===== src/rtl/ub_pkg.sv =====
package ub_pkg;
    typedef enum logic {SUB_A = 1'b0, SUB_B = 1'b1} ub_sub_e;

    typedef struct packed {
        logic [7:0] a_byte;
        logic [7:0] b_byte;
    } ub_pair_t;

    // interleave two bytes: bit 15 = a[7], bit 14 = b[7], ... bit 0 = b[0]
    function automatic logic [15:0] ub_weave(input ub_pair_t p);
        logic [15:0] w;
        for (int i = 0; i < 8; i++) begin
            w[2*i+1] = p.a_byte[i];
            w[2*i]   = p.b_byte[i];
        end
        return w;
    endfunction
endpackage


===== src/rtl/ub_capture.sv =====
module ub_capture #(
    parameter int FRAMES = 192
) (
    input  logic                   clk,
    input  logic                   rst,
    input  logic                   bit_valid,
    input  logic                   bit_sub,
    input  logic                   bit_val,
    input  logic                   blk_start,
    output logic [1:0][FRAMES-1:0] d_store
);
    localparam int PW = $clog2(FRAMES + 1);

    for (genvar ch = 0; ch < 2; ch++) begin : g_ch
        logic [PW-1:0]     ptr;
        logic [PW-1:0]     wr_idx;
        logic              hit;
        logic [FRAMES-1:0] mem;

        assign hit    = bit_valid && (bit_sub == ch[0]);
        assign wr_idx = blk_start ? '0 : ptr;

        always_ff @(posedge clk) begin
            if (rst) begin
                ptr <= '0;
                mem <= '0;
            end else begin
                if (hit && (wr_idx < PW'(FRAMES)))
                    mem[wr_idx] <= bit_val;
                if (blk_start)
                    ptr <= hit ? PW'(1) : '0;
                else if (hit && (ptr < PW'(FRAMES)))
                    ptr <= ptr + PW'(1);
            end
        end

        assign d_store[ch] = mem;

        p_ptr_bound_r1: assert property (@(posedge clk) disable iff (rst)
            ptr <= PW'(FRAMES));
        p_ptr_restart_r1: assert property (@(posedge clk) disable iff (rst)
            blk_start && !hit |=> ptr == '0);
    end
endmodule


===== src/rtl/ub_store.sv =====
module ub_store #(
    parameter int FRAMES = 192
) (
    input  logic                   clk,
    input  logic                   rst,
    input  logic                   xfer,
    input  logic [1:0][FRAMES-1:0] d_store,
    output logic [1:0][FRAMES-1:0] e_store,
    output logic                   changed
);
    assign changed = xfer && (d_store != e_store);

    always_ff @(posedge clk) begin
        if (rst)
            e_store <= '0;
        else if (xfer)
            e_store <= d_store;
    end

    p_e_hold_r2: assert property (@(posedge clk) disable iff (rst)
        !xfer |=> $stable(e_store));
endmodule


===== src/rtl/ub_irq.sv =====
module ub_irq (
    input  logic clk,
    input  logic rst,
    input  logic set,
    input  logic ack,
    input  logic mask,
    output logic irq
);
    logic flag;

    always_ff @(posedge clk) begin
        if (rst)
            flag <= 1'b0;
        else if (set)
            flag <= 1'b1;
        else if (ack)
            flag <= 1'b0;
    end

    assign irq = flag & mask;

    p_set_r3: assert property (@(posedge clk) disable iff (rst)
        set |=> flag);
    p_rise_r4: assert property (@(posedge clk) disable iff (rst)
        $rose(flag) |-> $past(set));
    p_ack_r5: assert property (@(posedge clk) disable iff (rst)
        ack && !set |=> !flag);
    p_mask_r8: assert property (@(posedge clk) disable iff (rst)
        !mask |-> !irq);
endmodule


===== src/rtl/ub_user_dbuf.sv =====
module ub_user_dbuf
    import ub_pkg::*;
#(
    parameter int FRAMES = 192,
    parameter int ADDR_W = 5
) (
    input  logic              clk,
    input  logic              rst,
    input  logic              ubit_valid,
    input  logic              ubit_sub,
    input  logic              ubit_val,
    input  logic              blk_start,
    input  logic              host_sel_user,
    input  logic [ADDR_W-1:0] host_addr,
    output logic [15:0]       host_rdata,
    input  logic              irq_mask,
    input  logic              irq_ack,
    output logic              irq
);
    localparam int WORDS = FRAMES / 8;

    logic [1:0][FRAMES-1:0] d_store;
    logic [1:0][FRAMES-1:0] e_store;
    logic                   changed;
    ub_pair_t               pair;

    ub_capture #(.FRAMES(FRAMES)) cap_i (
        .clk       (clk),
        .rst       (rst),
        .bit_valid (ubit_valid),
        .bit_sub   (ubit_sub),
        .bit_val   (ubit_val),
        .blk_start (blk_start),
        .d_store   (d_store)
    );

    ub_store #(.FRAMES(FRAMES)) sto_i (
        .clk     (clk),
        .rst     (rst),
        .xfer    (blk_start),
        .d_store (d_store),
        .e_store (e_store),
        .changed (changed)
    );

    ub_irq irq_i (
        .clk  (clk),
        .rst  (rst),
        .set  (changed),
        .ack  (irq_ack),
        .mask (irq_mask),
        .irq  (irq)
    );

    // earliest bit of a byte goes to its MSB
    always_comb begin
        pair = '0;
        if (int'(host_addr) < WORDS) begin
            for (int i = 0; i < 8; i++) begin
                pair.a_byte[7-i] = e_store[SUB_A][8*int'(host_addr)+i];
                pair.b_byte[7-i] = e_store[SUB_B][8*int'(host_addr)+i];
            end
        end
    end

    assign host_rdata = host_sel_user ? ub_weave(pair) : 16'h0000;

    p_sel_r7: assert property (@(posedge clk) disable iff (rst)
        !host_sel_user |-> host_rdata == 16'h0000);
    p_range_r10: assert property (@(posedge clk) disable iff (rst)
        int'(host_addr) >= WORDS |-> host_rdata == 16'h0000);
endmodule


===== config.mk =====
export PLATFORM = sky130hd
export DESIGN_NAME = ub_user_dbuf
export DESIGN_NICKNAME = d
export VERILOG_FILES = /design/src/rtl/ub_pkg.sv /design/src/rtl/ub_capture.sv /design/src/rtl/ub_store.sv /design/src/rtl/ub_irq.sv /design/src/rtl/ub_user_dbuf.sv
export SDC_FILE = /design/constraint.sdc
export NUM_CORES = 2
export LEC_CHECK = 0
export BUFFER_PORTS_ARGS = -buffer_cell sky130_fd_sc_hd__buf_2
export CORE_MARGIN = 2
export CORE_UTILIZATION = 55
export DETAILED_ROUTE_END_ITERATION = 6
export PLACE_DENSITY_LB_ADDON = 0.15
export REMOVE_ABC_BUFFERS = 1
export SYNTH_ARGS = -nofsm -noshare
export SYNTH_HDL_FRONTEND = slang
export SYNTH_SLANG_ARGS = --single-unit

===== constraint.sdc =====
create_clock -name clk -period 3.1 [get_ports clk]
set_input_delay 0.62 -clock clk [delete_from_list [all_inputs] [get_ports clk]]
set_output_delay 0.62 -clock clk [all_outputs]
set_load 0.02 [all_outputs]

==> Flow_metrics.wiki <==
{| class="wikitable"
! Metric !! Value
|-
| Library cell with the largest summed area after synthesis || sky130_fd_sc_hd__dfxtp_1
|-
| Area of the core || around 66000 µm²
|-
| Slew at the pin with the worst max-slew slack || around 1000 ps
|-
| Crit path capture type || output port
|-
| Met2 routing resource usage after global routing || 0.570
|-
| Final nets || 3983
|-
| Post-DP Area || 38300 µm²
|-
| Worst-skew pair later-pin latency || 650 ps
|-
| Post-CTS sizing || 0
|-
| Number of vias per cell after detailed routing || ~6.6
|-
| Minimum period implied by the final worst setup slack || between 2000 and 3000 ps
|-
| Crit Path Category || input port to output port
|-
| Sink Count || a little under 800
|-
| Critical path's top delay family || buffers and inverters
|-
| Post-Synthesis Mean Instance Area || 9.14 µm²
|-
| Most heavily used metal layer in global routing || met2
|-
| Via count || between 30000 and 40000
|-
| Post-CTS Setup Inserts || 0
|-
| Total Routed Length || around 140 mm
|-
| Met1 Use GR || 0.554
|-
| Total GRT Usage || 0.404
|-
| Ys Warns || 0
|-
| Fmax || roughly 0.34 GHz
|-
| I/O pin count || 31
|-
| Largest incremental delay on the critical path || 510 ps
|-
| Worst hold-check path type || input port to register
|-
| Fin. Hold Viols || 0
|-
| Site row count || 94
|-
| Internal reg-to-reg setup slack || ~330 ps
|-
| Initial antenna violation count || 13
|-
| Power per unit of standard cell area || between 500 and 600 nW/µm²
|-
| Commonest cells in the netlist || sky130_fd_sc_hd__dfxtp_1, sky130_fd_sc_hd__nor2_1, sky130_fd_sc_hd__mux2i_1
|-
| Clock transition at path regs || 60 ps
|-
| EDFF count, synth || 0
|-
| Most used DFF post-synth || sky130_fd_sc_hd__dfxtp_1
|-
| Synthesis-to-layout area growth || 12.3%
|-
| Share of the clock period used by the worst path after layout || 0.961
|-
| Cell area after synthesis || about 37000 µm²
|-
| Most area-consuming cells after synthesis || sky130_fd_sc_hd__dfxtp_1, sky130_fd_sc_hd__mux2i_1, sky130_fd_sc_hd__xnor2_1
|-
| Setup violations, final || 0
|-
| Initial DRC count || 5319
|-
| Post-synthesis cell type count || between 40 and 50
|-
| Worst setup skew after layout || between 30 and 40 ps
|-
| Critical Path Fanout Max || 26
|-
| Total half-perimeter wirelength after legalization and detailed placement || between 90 and 100 mm
|-
| Post-route design area || between 40000 and 50000 µm²
|-
| Die boundary height || approximately 260 µm
|-
| Worst endpoint required time || ~2500 ps
|-
| Depth of the CTS H-tree || 3
|-
| Most frequent cell after synthesis || sky130_fd_sc_hd__dfxtp_1
|-
| Via count of the first global-routing pass || roughly 29000
|-
| Synth top area share || 0.429
|-
| RSZ-0062 raised after global routing || false
|-
| Maximum root-to-sink buffer count || 3
|-
| Max stage delay cell, worst path || sky130_fd_sc_hd__mux4_2
|-
| Leakage power figure || 15.3 nW
|-
| Port buffer count || 30
|-
| Pin count of the biggest net entering global routing || 134
|-
| DRC errors left || 0
|-
| Post-synthesis sequential element count || roughly 790
|-
| Die Outline Area || 68600 µm²
|-
| Cells after Synth || approximately 4000
|-
| Normalized max-slew margin || 0.310
|-
| Largest vdd supply drop || 0.421 mV
|-
| Global-route wire length before repair || between 200 and 250 mm
|-
| Number of buffers created by CTS || 84
|-
| Maxcap violations || 0
|-
| Post-DRT Antenna Nets || 0
|-
| Final count of pins violating max slew || 0
|-
| Crit path arrival time || approximately 2400 ps
|-
| Clock Tree Root || sky130_fd_sc_hd__clkbuf_16
|-
| Outcome || finished, final reports clean
|-
| CTS tree || yes
|-
| Fraction of layout instances using a drive strength above 1 || 0.114
|-
| Critical path, cell by cell || buf_6 > buf_12 > buf_4 > mux4_2 > mux2i_1 > a22oi_1 > and3_1 > buf_2
|-
| Met3 Track Usage GR || 0.108
|-
| Post-synthesis async set-or-reset flop share || 0
|-
| Proportion of synthesized chip area in sequential cells || 0.429
|-
| Final Util || 0.624
|-
| Accumulated negative setup slack || 0 ps
|-
| Width of the chip || between 200 and 300 µm
|-
| Routability congestion estimate from global placement || 0.997
|-
| Nature of the critical path startpoint || input port
|-
| Combined buffer and inverter count along the critical path || 4
|-
| Layout filler cell count || between 5000 and 6000
|-
| Wire per inst || 28.6 µm
|-
| Iteration count of the initial detailed-routing pass || 6
|-
| Number of buffers inserted by hold repair at cts || 0
|-
| Total congestion overflow || 0
|-
| Starting utilization of the core area || 0.556
|}
-- per-layer routing --
layer	routed length (µm)	vias up	part of all wire
li1	-	14072	-
met5	46	-	0.00033
met2	57900	2122	0.41
met4	9780	8	0.070
met3	17900	424	0.13
met1	54300	15646	0.39
-- registers in the layout, summed over array words and instances, names as in the netlist --
name            flops
cap_i.g_ch.mem    384
cap_i.g_ch.ptr     16
irq_i.flag          1
sto_i.e_store     384
-- cell usage in the layout (no fill, tap or decap), drive strengths merged, types with 2 or more instances in the layout --
cell | Yosys | layout
nand3b | 2 | 2
nor4 | 42 | 42
nor2b | 9 | 9
nand3 | 388 | 388
mux2i | 439 | 439
nor3b | 3 | 3
nand2 | 79 | 79
a211oi | 2 | 2
xor2 | 84 | 84
o21a | 4 | 4
nor2 | 462 | 462
mux4 | 96 | 96
clkbuf | 257 | 125
buf | 83 | 215
nand2b | 4 | 4
nor3 | 17 | 17
ha | 2 | 2
inv | 2 | 3
xnor2 | 310 | 310
nand4 | 89 | 89
and3 | 22 | 22
dfxtp | 785 | 785
or3 | 8 | 8
o21ai | 392 | 392
or4 | 3 | 3
or2 | 6 | 6
and2 | 6 | 6
diode | 0 | 5
bufinv | 0 | 8
clkinv | 0 | 15
a31oi | 2 | 2
a21oi | 384 | 384
a22oi | 16 | 16
-- final timing paths --
path                               start                endpoint  cells after the start
hold reg to reg   cap_i.g_ch[1].mem[146]  cap_i.g_ch[1].mem[146]                      2
setup reg to reg      sto_i.e_store[277]              irq_i.flag                      6
setup / recovery            host_addr[0]           host_rdata[5]                      8
hold / removal                  ubit_val  cap_i.g_ch[1].mem[100]                      3
-- per-stage QoR --
stage | cells | hold WS, ps | worst slack, ps | total power [mW]
finish | 4899 | 344 | 121 | 21.5
global route | 4894 | 348 | 44.0 | 21.9
CTS | 4894 | 320 | 114 | 21.5
detailed placement | 4745 | 480 | 127 | 11.2
global placement | 4745 | 469 | 142 | 11.2
floorplan | 3666 | 455 | 418 | 10.6
-- report_power, final --
part | switching (mW) | leakage [nW] | internal [mW] | total, mW
Clock | 4.27 | 1.40 | 6.22 | 10.5
Sequential | 0.00947 | 6.32 | 10.1 | 10.1
Combinational | 0.652 | 7.60 | 0.300 | 0.953
-- worst register-to-register path: stages, from the launching register on --
cell	delay (ps)
sky130_fd_sc_hd__dfxtp_1	330
sky130_fd_sc_hd__xnor2_1	520
sky130_fd_sc_hd__nand4_1	380
sky130_fd_sc_hd__nor4_1	550
sky130_fd_sc_hd__nand4_1	140
sky130_fd_sc_hd__nor4_1	370
sky130_fd_sc_hd__a311oi_1	290
-- kinds of logic after synthesis --
family | Yosys count | share of synthesized area
AO/OA/AOI/OAI | 804 | 0.113
XOR/XNOR | 394 | 0.0943
adder cells (fa/ha/maj) | 2 | 0.000684
buffers and inverters | 342 | 0.0379
flip-flops | 785 | 0.429
multiplexers | 535 | 0.179
AND/OR/NAND/NOR | 1144 | 0.146
-- layout make-up --
type	instances	area, µm²	area share
diodes	5	12.5	0.000304
clock buffers	125	2500	0.0608
clock inverters	24	324	0.00789
inverters	2	7.51	0.000183
multi-input cells	2879	19500	0.475
flip-flops and latches	785	15700	0.382
well taps	864	1080	0.0263
repair buffers	215	1920	0.0467
No activity file was read; power rests on OpenSTA's default activity.
